--- config.mk ---
export PLATFORM = sky130hd
export DESIGN_NAME = rxr_ring_writer
export DESIGN_NICKNAME = d
export VERILOG_FILES = /design/src/rtl/rxr_pkg.sv /design/src/rtl/rxr_ring_ptr.sv /design/src/rtl/rxr_mem_port.sv /design/src/rtl/rxr_ctrl.sv /design/src/rtl/rxr_ring_writer.sv
export SDC_FILE = /design/constraint.sdc
export NUM_CORES = 1
export LEC_CHECK = 0
export ABC_CLOCK_PERIOD_IN_PS = 4870
export CAP_MARGIN = 20
export CELL_PAD_IN_SITES_DETAIL_PLACEMENT = 2
export CELL_PAD_IN_SITES_GLOBAL_PLACEMENT = 2
export CORE_ASPECT_RATIO = 1.25
export CORE_MARGIN = 10
export CORE_UTILIZATION = 30
export CTS_CLUSTER_SIZE = 14
export DETAILED_ROUTE_END_ITERATION = 12
export PLACE_DENSITY = 0.85
export SLEW_MARGIN = 20
export SYNTH_ARGS = -nofsm -noshare
export SYNTH_HDL_FRONTEND = slang
export SYNTH_SLANG_ARGS = --single-unit
export TNS_END_PERCENT = 100
--- constraint.sdc ---
create_clock -name clk -period 4.87 [get_ports clk]
set_input_delay 0.7305 -clock clk [delete_from_list [all_inputs] [get_ports clk]]
set_output_delay 0.7305 -clock clk [all_outputs]
set_load 0.05 [all_outputs]
--- src/rtl/rxr_pkg.sv ---
// Shared constants, types and helpers for the receive descriptor ring writer.
// Assumes descriptors of 8 bytes with big-endian 16-bit fields.
package rxr_pkg;

    localparam int unsigned DESC_SHIFT = 3;         // 8-byte descriptor stride
    localparam logic [2:0]  OFS_BUF_LO = 3'd0;      // buffer address bits 15..0
    localparam logic [2:0]  OFS_FLAG   = 3'd2;      // ownership / status byte
    localparam logic [2:0]  OFS_BUF_HI = 3'd3;      // buffer address bits 23..16
    localparam logic [2:0]  OFS_COUNT  = 3'd6;      // received byte count
    localparam logic [7:0]  FLAG_DEV_OWNED = 8'h80; // handed to the device
    localparam logic [7:0]  FLAG_RETURNED  = 8'h03; // host-owned, start + end
    localparam logic [15:0] CHECK_BYTES    = 16'd4; // frame check added to count

    typedef enum logic [3:0] {
        ST_IDLE,
        ST_FLAG_RD,
        ST_FLAG_CHK,
        ST_LO_RD,
        ST_HI_RD,
        ST_CNT_WR,
        ST_DATA,
        ST_FLAG_WR,
        ST_DRAIN
    } rxr_state_e;

    // One memory request as issued by the controller, before formatting.
    typedef struct packed {
        logic        rd;
        logic        wr;
        logic        half;
        logic        to_buf;   // 1: use buffer pointer, 0: descriptor field
        logic [2:0]  ofs;      // descriptor field offset
        logic [15:0] data;     // native-order value to write
    } mem_req_t;

    function automatic logic [15:0] swap16(input logic [15:0] v);
        return {v[7:0], v[15:8]};
    endfunction

endpackage

--- src/rtl/rxr_ring_ptr.sv ---
// Ring index keeper: holds the saved receive index, the scan cursor and the
// number of entries examined so far. Assumes RING_LOG >= 1.
module rxr_ring_ptr #(
    parameter int RING_LOG = 3
) (
    input  logic                clk,
    input  logic                rst_n,
    input  logic                scan_start,
    input  logic                scan_step,
    input  logic                idx_commit,
    output logic [RING_LOG-1:0] cur,
    output logic                last_try
);
    localparam int unsigned RING = 1 << RING_LOG;
    localparam logic [RING_LOG-1:0] LAST_CNT = RING_LOG'(RING - 2);

    logic [RING_LOG-1:0] idx_q;
    logic [RING_LOG-1:0] cnt_q;

    // Cursor and scan counter: load from saved index, then step with wrap.
    always_ff @(posedge clk) begin
        if (!rst_n) begin
            cur   <= '0;
            cnt_q <= '0;
        end else if (scan_start) begin
            cur   <= idx_q;
            cnt_q <= '0;
        end else if (scan_step) begin
            cur   <= cur + 1'b1;
            cnt_q <= cnt_q + 1'b1;
        end
    end

    // Saved index: one step forward per accepted frame.
    always_ff @(posedge clk) begin
        if (!rst_n)          idx_q <= '0;
        else if (idx_commit) idx_q <= idx_q + 1'b1;
    end

    assign last_try = (cnt_q == LAST_CNT);

endmodule

--- src/rtl/rxr_mem_port.sv ---
// Memory request formatter: turns controller requests into address, lane
// data and strobes, swapping 16-bit fields to big-endian memory order, and
// returns read data in native order. Read data arrives one cycle after mem_re.
module rxr_mem_port
    import rxr_pkg::*;
#(
    parameter int AW           = 24,
    parameter int RING_LOG     = 3,
    parameter bit BASE_ALIGNED = 1'b0   // 1: ring_base aligned to the ring span
) (
    input  logic                clk,
    input  logic                rst_n,
    input  mem_req_t            req,
    input  logic [RING_LOG-1:0] cur,
    input  logic [AW-1:0]       ring_base,
    input  logic [AW-1:0]       buf_ptr,
    input  logic [15:0]         mem_rdata,
    output logic                mem_re,
    output logic                mem_we,
    output logic                mem_half,
    output logic [AW-1:0]       mem_addr,
    output logic [15:0]         mem_wdata,
    output logic [15:0]         rd_val
);
    logic [AW-1:0] desc_addr;
    logic          half_q;

    // Descriptor field address: adder or plain concatenation by parameter.
    generate
        if (BASE_ALIGNED) begin : g_concat
            assign desc_addr = {ring_base[AW-1:RING_LOG+DESC_SHIFT], cur, req.ofs};
        end else begin : g_adder
            assign desc_addr = ring_base
                             + AW'({cur, {DESC_SHIFT{1'b0}}})
                             + AW'(req.ofs);
        end
    endgenerate

    // Request strobes and write lanes.
    always_comb begin
        mem_re    = req.rd;
        mem_we    = req.wr;
        mem_half  = req.half;
        mem_addr  = req.to_buf ? buf_ptr : desc_addr;
        mem_wdata = req.half ? swap16(req.data) : {8'h00, req.data[7:0]};
    end

    // Remember the width of the last read for the return path.
    always_ff @(posedge clk) begin
        if (!rst_n)      half_q <= 1'b0;
        else if (req.rd) half_q <= req.half;
    end

    assign rd_val = half_q ? swap16(mem_rdata) : {8'h00, mem_rdata[7:0]};

endmodule

--- src/rtl/rxr_ctrl.sv ---
// Frame sequencer: scans for a device-owned descriptor, fetches its buffer
// pointer, writes the count, streams the frame bytes and returns the entry.
// Assumes fr_len >= 1 and that fr_len stays stable for the whole frame.
module rxr_ctrl
    import rxr_pkg::*;
#(
    parameter int AW = 24,
    parameter int LW = 16
) (
    input  logic          clk,
    input  logic          rst_n,
    input  logic          rx_stop,
    input  logic          fr_valid,
    input  logic [7:0]    fr_data,
    input  logic [LW-1:0] fr_len,
    input  logic [15:0]   rd_val,
    input  logic          last_try,
    output logic          fr_ready,
    output logic          rx_event,
    output logic          scan_start,
    output logic          scan_step,
    output logic          idx_commit,
    output mem_req_t      req,
    output logic [AW-1:0] buf_ptr
);
    rxr_state_e    state_q, state_d;
    logic [LW-1:0] len_q;
    logic [LW-1:0] beat_q;
    logic [15:0]   lo_q;
    logic          take;
    logic          beat_last;

    assign take      = fr_valid && fr_ready;
    assign beat_last = (beat_q == len_q - 1'b1);

    // Next state, memory requests and handshake per state.
    always_comb begin
        state_d    = state_q;
        req        = '0;
        fr_ready   = 1'b0;
        rx_event   = 1'b0;
        scan_start = 1'b0;
        scan_step  = 1'b0;
        idx_commit = 1'b0;
        unique case (state_q)
            ST_IDLE: begin
                if (fr_valid) begin
                    if (rx_stop) begin
                        state_d = ST_DRAIN;
                    end else begin
                        scan_start = 1'b1;
                        state_d    = ST_FLAG_RD;
                    end
                end
            end
            ST_FLAG_RD: begin
                req.rd  = 1'b1;
                req.ofs = OFS_FLAG;
                state_d = ST_FLAG_CHK;
            end
            ST_FLAG_CHK: begin
                if (rd_val[7:0] == FLAG_DEV_OWNED) begin
                    state_d = ST_LO_RD;
                end else if (last_try) begin
                    state_d = ST_DRAIN;
                end else begin
                    scan_step = 1'b1;
                    state_d   = ST_FLAG_RD;
                end
            end
            ST_LO_RD: begin
                req.rd   = 1'b1;
                req.half = 1'b1;
                req.ofs  = OFS_BUF_LO;
                state_d  = ST_HI_RD;
            end
            ST_HI_RD: begin
                req.rd  = 1'b1;
                req.ofs = OFS_BUF_HI;
                state_d = ST_CNT_WR;
            end
            ST_CNT_WR: begin
                req.wr   = 1'b1;
                req.half = 1'b1;
                req.ofs  = OFS_COUNT;
                req.data = 16'(len_q) + CHECK_BYTES;
                state_d  = ST_DATA;
            end
            ST_DATA: begin
                fr_ready = 1'b1;
                if (fr_valid) begin
                    req.wr        = 1'b1;
                    req.to_buf    = 1'b1;
                    req.data[7:0] = fr_data;
                    if (beat_last) state_d = ST_FLAG_WR;
                end
            end
            ST_FLAG_WR: begin
                req.wr        = 1'b1;
                req.ofs       = OFS_FLAG;
                req.data[7:0] = FLAG_RETURNED;
                rx_event      = 1'b1;
                idx_commit    = 1'b1;
                state_d       = ST_IDLE;
            end
            ST_DRAIN: begin
                fr_ready = 1'b1;
                if (fr_valid && beat_last) state_d = ST_IDLE;
            end
            default: state_d = ST_IDLE;
        endcase
    end

    // State register.
    always_ff @(posedge clk) begin
        if (!rst_n) state_q <= ST_IDLE;
        else        state_q <= state_d;
    end

    // Frame length latch and beat counter.
    always_ff @(posedge clk) begin
        if (!rst_n) begin
            len_q  <= '0;
            beat_q <= '0;
        end else if (state_q == ST_IDLE && fr_valid) begin
            len_q  <= fr_len;
            beat_q <= '0;
        end else if (take) begin
            beat_q <= beat_q + 1'b1;
        end
    end

    // Buffer pointer: assembled from the two address fields, then advanced.
    always_ff @(posedge clk) begin
        if (!rst_n) begin
            lo_q    <= '0;
            buf_ptr <= '0;
        end else if (state_q == ST_HI_RD) begin
            lo_q <= rd_val;
        end else if (state_q == ST_CNT_WR) begin
            buf_ptr <= AW'({rd_val[7:0], lo_q});
        end else if (state_q == ST_DATA && take) begin
            buf_ptr <= buf_ptr + 1'b1;
        end
    end

endmodule

--- src/rtl/rxr_ring_writer.sv ---
// Top of the receive descriptor ring writer: joins the sequencer, the ring
// index keeper and the memory request formatter.
// Assumes ring_base is 8-byte aligned and a memory with one-cycle read latency.
module rxr_ring_writer
    import rxr_pkg::*;
#(
    parameter int AW           = 24,
    parameter int LW           = 16,
    parameter int RING_LOG     = 3,
    parameter bit BASE_ALIGNED = 1'b0
) (
    input  logic          clk,
    input  logic          rst_n,
    input  logic [AW-1:0] ring_base,
    input  logic          rx_stop,
    input  logic          fr_valid,
    output logic          fr_ready,
    input  logic [7:0]    fr_data,
    input  logic [LW-1:0] fr_len,
    output logic          mem_re,
    output logic          mem_we,
    output logic          mem_half,
    output logic [AW-1:0] mem_addr,
    output logic [15:0]   mem_wdata,
    input  logic [15:0]   mem_rdata,
    output logic          rx_event
);
    mem_req_t            req;
    logic [RING_LOG-1:0] cur;
    logic                last_try;
    logic                scan_start;
    logic                scan_step;
    logic                idx_commit;
    logic [AW-1:0]       buf_ptr;
    logic [15:0]         rd_val;

    rxr_ctrl #(.AW(AW), .LW(LW)) u_ctrl (
        .clk        (clk),
        .rst_n      (rst_n),
        .rx_stop    (rx_stop),
        .fr_valid   (fr_valid),
        .fr_data    (fr_data),
        .fr_len     (fr_len),
        .rd_val     (rd_val),
        .last_try   (last_try),
        .fr_ready   (fr_ready),
        .rx_event   (rx_event),
        .scan_start (scan_start),
        .scan_step  (scan_step),
        .idx_commit (idx_commit),
        .req        (req),
        .buf_ptr    (buf_ptr)
    );

    rxr_ring_ptr #(.RING_LOG(RING_LOG)) u_ptr (
        .clk        (clk),
        .rst_n      (rst_n),
        .scan_start (scan_start),
        .scan_step  (scan_step),
        .idx_commit (idx_commit),
        .cur        (cur),
        .last_try   (last_try)
    );

    rxr_mem_port #(.AW(AW), .RING_LOG(RING_LOG), .BASE_ALIGNED(BASE_ALIGNED)) u_port (
        .clk       (clk),
        .rst_n     (rst_n),
        .req       (req),
        .cur       (cur),
        .ring_base (ring_base),
        .buf_ptr   (buf_ptr),
        .mem_rdata (mem_rdata),
        .mem_re    (mem_re),
        .mem_we    (mem_we),
        .mem_half  (mem_half),
        .mem_addr  (mem_addr),
        .mem_wdata (mem_wdata),
        .rd_val    (rd_val)
    );

endmodule

==> key figures, run 1 <==
Synth
  • Syn Inst Count: 737
  • Syn. warnings: 0
  • Yosys reg bits: 86
  • Post-Syn Area per Cell: 7.63 µm²
  • Area contributors post-synth: dfxtp_1 (31%), xnor2_1 (10%), nand2_1 (8.0%)
  • Top FF cell, synth: dfxtp_1
  • Share of the synthesized area in the top cell type: 30.6%
  • Area leader, netlist: dfxtp_1
  • Ys async rst share: 0%
  • Mapped Area: 5620 µm²
  • Distinct cell type count after synthesis: 60
  • Syn nets: 821
  • Post-synth EDFFs: 0
  • Post-synthesis sequential area ratio: 30.6%

Floorplan
  • Die X: 142 µm
  • Die height: 173 µm
  • Core Area: 18,200 µm²
  • Die area: 24,600 µm²
  • Num rows: 55
  • IO Pins: 113
  • Initial Util: 30.8%

Critical path
  • R2R Setup Slk: 2.05 ns
  • CP Capture Type: primary output
  • Crit path from: u_ctrl.state_q[3]
  • Critical Path AT: 3.69 ns
  • Crit-path max FO: 12
  • Crit path to: mem_addr[10]
  • Reg2Reg Depth: 7
  • Crit path launch type: flip-flop
  • CP required: 4.14 ns
  • Worst R2R Start: u_ctrl.state_q[3]
  • Reg-to-Reg End: u_ctrl.beat_q[15]
  • Setup CP Type: reg -> out

Routing
  • Routed wire length: 21,300 µm
  • Avg WL per Cell: 20.1 µm
  • Final ANT Viol Nets: 0
  • Initial DRC count: 224
  • Vias per inst: 5.26
  • Total number of vias: 5,572
  • Drt drc: 0
  • TritonRoute pass-1 iters: 4

Finish
  • Register Area: 1720 µm²
  • Number of diodes: 0
  • Commonest non-fill, non-tap cell in the layout: nand2_1
  • Filler cells: 2,066
  • Layout cells sized above 1: 7.58%
  • Net count, final: 910
  • Area grow syn2layout: 31.3%
  • Most frequent cells in the layout: nand2_1 (119), clkdlybuf4s50_1 (91), nor2_1 (85), dfxtp_1 (85), xnor2_1 (64)
  • Multi-input logic area: 3610 µm²

Placement
  • Routability Congestion: 0.835
  • IO buf count: 112
  • Post-DP HPWL: 16,300 µm

Timing
  • Fin Setup TNS: 0 ns
  • Clk_skew: 0.00663 ns
  • Pins over their slew limit: 0
  • Slew HR: 38.9%
  • Final cycle utilization of the critical path: 90.8%
  • Worst-Margin Slew: 0.913 ns
  • Final setup violation count: 0
  • Min Hold Slack: 0.462 ns
  • Tmin final: 4.42 ns
  • Final Hold Viols: 0
  • RSZ-0062 raised after global routing: no
  • Max frequency: 226 MHz

Clocking
  • H-tree depth: 3
  • Clk slew on worst S/H paths: 0.07 ns
  • Clock Latency Late Sink: 0.35 ns
  • CTS buffer count: 9
  • Root Driver: clkbuf_16
  • Clk buf depth: 2
  • Clock Sinks: 86
  • Hold_buf cts: 0
  • CTS tree: done

Status
  • Outcome: complete, no violations

Pwr
  • Peak VDD IR: 0.123 mV
  • P_sw: 0.622 mW
  • PwrDens: 265 nW/µm²
  • Internal: 1.34 mW
  • Seq pwr share: 38.6%
  • Leak: 2.67 nW
  • Combinational share of power: 24.9%
  • Switch share: 31.7%
  • Power share of the clock group: 36.6%

Global routing
  • Largest net degree at the start of global routing: 50
  • Initial antenna violation count: 0
  • Remaining global-route overflow: 0
  • Gr usage total: 17.1%
  • Vias in the first global route: 6,155
  • Wire length of the first global-routing pass: 34,400 µm

Min path
  • Hold Crit Class: reg -> reg
  • Hold depth: 2

Run
  • Max Cap Viol: 0
==> power by group through the flow <==
stage               Clock, mW  Combinational [mW]  Sequential (mW)
finish                  0.716               0.487            0.756
global route            0.767               0.527            0.760
CTS                     0.735               0.494            0.757
detailed placement          0               0.490            0.773
global placement            0               0.479            0.771
floorplan                   0               0.305            0.750
==> flip-flops by register name (all words and copies together) (netlist names) <==
| name | cells |
|---|---|
| u_ctrl.buf_ptr | 24 |
| u_ctrl.beat_q | 16 |
| u_ctrl.len_q | 16 |
| u_ctrl.lo_q | 16 |
| u_ctrl.state_q | 4 |
| u_ptr.cnt_q | 3 |
| u_ptr.cur | 3 |
| u_ptr.idx_q | 3 |
| u_port.half_q | 1 |
==> cells in the mapped netlist (4+ instances only) <==
library cell  instances
nor2_1               86
xnor2_1              64
o21ai_0              41
buf_4                 7
nor3_1               10
a211oi_1             17
xor2_1               35
clkbuf_1             29
nor4_1                6
nand2_1             120
nand3_1              25
mux2i_1              15
nor3b_1               6
and3_1               18
a21oi_1              47
inv_1                18
o211a_1               6
a311oi_1              4
nand4_1              18
ha_1                 15
or3_1                 6
dfxtp_1              86
==> worst min path at each step <==
| stage | end | startpoint | slack [ns] |
|---|---|---|---|
| 2_1_floorplan | u_ctrl.lo_q[12] | u_ctrl.lo_q[12] | 0.43 |
| 5_1_grt | u_ctrl.lo_q[15] | u_ctrl.lo_q[15] | 0.49 |
| 3_3_place_gp | u_ctrl.lo_q[14] | u_ctrl.lo_q[14] | 0.44 |
| 3_5_place_dp | u_ctrl.lo_q[15] | u_ctrl.lo_q[15] | 0.45 |
| 6_report | u_ctrl.lo_q[15] | u_ctrl.lo_q[15] | 0.46 |
| 4_1_cts | u_ctrl.lo_q[15] | u_ctrl.lo_q[15] | 0.46 |
==> per-layer routing <==
layer | global-route usage, % | wire (µm) | vias up
met5 | 0 | 0 | -
met4 | 5.11 | 448 | 0
met3 | 3.34 | 878 | 23
met2 | 31.7 | 11400 | 99
met1 | 18.9 | 8550 | 2752
li1 | - | - | 2698
==> worst max-delay path, cell delays in order (launching register included) <==
cell and delay (ns):
dfxtp_1 0.54, nor2_1 0.19, nand2_2 0.25, inv_2 0.07, ha_1 0.21, fa_1 0.40
a21o_1 0.18, a21oi_1 0.23, o21bai_1 0.11, a21oi_1 0.16, buf_4 0.20, and3b_1 0.20
xnor2_1 0.11, o21ai_0 0.30, buf_12 0.19
==> what timing repair did <==
action / 4_1_cts / 5_1_grt
setup buffers: 0 / 0
pin swaps: 0 / 0
endpoints found under the setup margin: 2 / 8
resized for setup: 1 / 2
==> final cells by class <==
cell class	instances	area share (%)
multi-input combinational	587	48.9
sequential	86	23.3
timing repair buffer	122	18.7
tap	228	3.86
clock buffer	9	3.05
clock inverter	7	1.08
inverter	20	1.02
==> logic make-up (layout without fill, tap and decap cells) <==
family,Yosys count,count (layout),synth area share (%)
flip-flops,86,86,30.6
AND/OR/NAND/NOR,323,323,27.6
buffers and inverters,64,158,5.39
adder cells (fa/ha/maj),16,16,3.69
AO/OA/AOI/OAI,133,133,14.4
XOR/XNOR,99,99,15.4
multiplexers,16,16,2.87
==> per-stage QoR <==
stage / setup slack (ns) / utilization, % / area, µm² / total power, mW / instances
6_report: 0.447 / 40.5 / 7380 / 1.96 / 1059
5_1_grt: 0.108 / 40.5 / 7380 / 2.05 / 1059
4_1_cts: 0.215 / 40.5 / 7380 / 1.99 / 1059
3_5_place_dp: 0.460 / 38.8 / 7070 / 1.26 / 1043
3_3_place_gp: 0.605 / 38.8 / 7070 / 1.25 / 1043
2_1_floorplan: 0.0933 / - / 5620 / 1.06 / 737
No activity file was read; power rests on OpenSTA's default activity.
==> run 2, diff against run 1 <==
--- a/config.mk
+++ b/config.mk
@@ -12,7 +12,7 @@
 export CORE_ASPECT_RATIO = 1.25
 export CORE_MARGIN = 10
 export CORE_UTILIZATION = 30
-export CTS_CLUSTER_SIZE = 14
+export CTS_CLUSTER_SIZE = 12
 export DETAILED_ROUTE_END_ITERATION = 12
 export PLACE_DENSITY = 0.85
 export SLEW_MARGIN = 20
==> constraint.sdc (replaced) <==
create_clock -name clk -period 4.87 [get_ports clk]
set_input_delay 0.487 -clock clk [delete_from_list [all_inputs] [get_ports clk]]
set_output_delay 0.487 -clock clk [all_outputs]
set_load 0.05 [all_outputs]
==> key figures, run 2 (synthesized netlist as in run 1, its figures left out) <==
Clocking
  • Clk slew on worst S/H paths: 0.07 ns (about the same)
  • CTS tree: done
  • Setup Fix Bufs, Post-CTS: 0 (unchanged)
  • Clock Latency Late Sink: 0.35 ns (about the same)
  • CTS buffer count: 9 (unchanged)
  • Clock Sinks: 86 (unchanged)
  • CTS resizes: 0 (-1)
  • H-tree depth: 3 (unchanged)
  • Root Driver: clkbuf_16
  • Hold_buf cts: 0 (unchanged)
  • Clk buf depth: 2 (unchanged)

Floorplan
  • Die area: 24,600 µm² (unchanged)
  • IO Pins: 113 (unchanged)
  • Die X: 142 µm (unchanged)
  • Core Area: 18,200 µm² (unchanged)
  • Num rows: 55 (unchanged)
  • Die height: 173 µm (unchanged)
  • Initial Util: 30.8% (unchanged)

Finish
  • Largest Register: u_ctrl.buf_ptr
  • Layout cells sized above 1: 6.99% (-0.59 points)
  • Non-Filler Instances: 1,058 (-0.094%)
  • Number of diodes: 0 (unchanged)
  • Post-layout util: 40.3% (-0.23 points)
  • Filler cells: 2,053 (-0.63%)
  • Finished Cell Area: 7340 µm² (-0.56%)
  • Max reg flops: 24 (unchanged)
  • Register Area: 1720 µm² (about the same)
  • Commonest non-fill, non-tap cell in the layout: nand2_1
  • Most frequent cells in the layout: nand2_1 (120), clkdlybuf4s50_1 (93), dfxtp_1 (86), nor2_1 (85), xnor2_1 (64)
  • Multi-input logic area: 3610 µm² (about the same)
  • Net count, final: 909 (-0.11%)
  • Area grow syn2layout: 30.6%

Routing
  • Routed wire length: 21,200 µm (-0.59%)
  • TritonRoute pass-1 iters: 4 (unchanged)
  • Total number of vias: 5,554 (-0.32%)
  • Vias per inst: 5.25 (-0.23%)
  • Drt drc: 0 (unchanged)
  • Avg WL per Cell: 20.0 µm (-0.49%)
  • Initial DRC count: 265 (+18%)
  • Final ANT Viol Nets: 0 (unchanged)

Global routing
  • Initial antenna violation count: 0 (unchanged)
  • Vias in the first global route: 6,109 (-0.75%)
  • Gr usage total: 16.9% (-0.24 points)
  • Largest net degree at the start of global routing: 50 (unchanged)
  • Remaining global-route overflow: 0 (unchanged)
  • Wire length of the first global-routing pass: 33,800 µm (-1.6%)

Timing
  • Tmin final: 4.38 ns (-0.0436 ns)
  • Pins over their slew limit: 0 (unchanged)
  • Final setup violation count: 0 (unchanged)
  • Fin Setup TNS: 0 ns (unchanged)
  • Clk_skew: 0.00566 ns (-0.000967 ns)
  • Max frequency: 228 MHz (+1.0%)
  • Final cycle utilization of the critical path: 89.9% (-0.90 points)
  • RSZ-0062 raised after global routing: no
  • Final Hold Viols: 0 (unchanged)
  • Worst-Margin Slew: 0.866 ns (-0.0468 ns)
  • Slew HR: 42.1% (+3.2 points)

Critical path
  • Crit path launch type: flip-flop
  • Slowest CP cell: dfxtp_1
  • Crit-path max FO: 16 (+4)
  • CP required: 4.38 ns (+0.24 ns)
  • Setup CP Type: reg -> out
  • Crit-path max cell delay: 0.68 ns (+0.14 ns)
  • Reg-to-Reg End: u_ctrl.buf_ptr[23]
  • Largest delay share family, worst path: compound AO/OA/AOI/OAI gates
  • Worst R2R Start: u_ctrl.state_q[2]
  • Buf/Inv on CP: 3 (unchanged)
  • R2R Setup Slk: 1.93 ns (-0.12 ns)
  • Worst path cell trace: nor2_1, nand2_1, inv_2, ha_1, fa_1, a21o_1, a21oi_1, o21bai_1, a21oi_1, buf_4, and3b_1, xnor2_1, o21ai_0, buf_12
  • Crit path to: mem_addr[10]
  • WP depth: 14 (unchanged)
  • Critical Path AT: 3.89 ns (+0.20 ns)
  • Crit path from: u_ctrl.state_q[0]
  • Reg2Reg Depth: 7 (unchanged)
  • CP Capture Type: primary output
  • Worst path most repeated cell: a21oi_1

Placement
  • IO buf count: 112 (unchanged)
  • Routability Congestion: 0.857 (+2.6%)
  • Post-DP HPWL: 16,400 µm (+0.92%)
  • Placed Area: 7030 µm² (-0.57%)
  • Cells after DPL: 1,042 (-0.096%)

Pwr
  • Leak: 2.65 nW (-0.59%)
  • PwrDens: 267 nW/µm² (+0.56%)
  • Peak VDD IR: 0.155 mV (+26%)
  • Tot Pwr: 1.96 mW (about the same)

Run
  • Max Cap Viol: 0 (unchanged)

Min path
  • Hold Crit Class: reg -> reg

Status
  • Outcome: complete, no violations
run 2: final cells by class:
class,count,share of cell area [%]
Timing Repair Buffer,121,18.3
Clock inverter,6,0.937
Sequential cell,86,23.5
Tap cell,228,3.89
Multi-Input combinational cell,587,49.2
Clock buffer,10,3.26
Inverter,20,1.02
run 2: power by group:
part	internal, mW	switching [mW]	total (mW)
Combinational	0.206	0.268	0.474
Sequential	0.721	0.0401	0.761
Clock	0.415	0.309	0.724
Total	1.34	0.617	1.96
run 2: layer usage:
metal	wire, µm	track usage [%]
met1	8510	18.5
met2	11500	31.8
met3	901	3.21
met4	331	4.43
met5	0	0
run 2: how the worst min path moves through the flow:
stage,end,start,slack [ns],depth (start not counted)
floorplan,u_ctrl.lo_q[12],u_ctrl.lo_q[12],0.43,2
global route,u_ctrl.lo_q[14],u_ctrl.lo_q[14],0.48,2
finish,u_ctrl.lo_q[10],u_ctrl.lo_q[10],0.46,2
global placement,u_ctrl.lo_q[14],u_ctrl.lo_q[14],0.44,2
CTS,u_ctrl.lo_q[14],u_ctrl.lo_q[14],0.46,2
detailed placement,u_ctrl.lo_q[10],u_ctrl.lo_q[10],0.45,2
run 2: worst min-delay path, stage by stage, from the launching register on:
cell and delay [ns]:
dfxtp_1 0.31, nand2_1 0.05, a21oi_1 0.05
run 2: stage by stage:
step	hold slack, ns	setup WS [ns]
global route	0.484	0.129
finish	0.459	0.490
CTS	0.462	0.411
detailed placement	0.452	0.782
global placement	0.437	0.991
floorplan	0.429	0.337
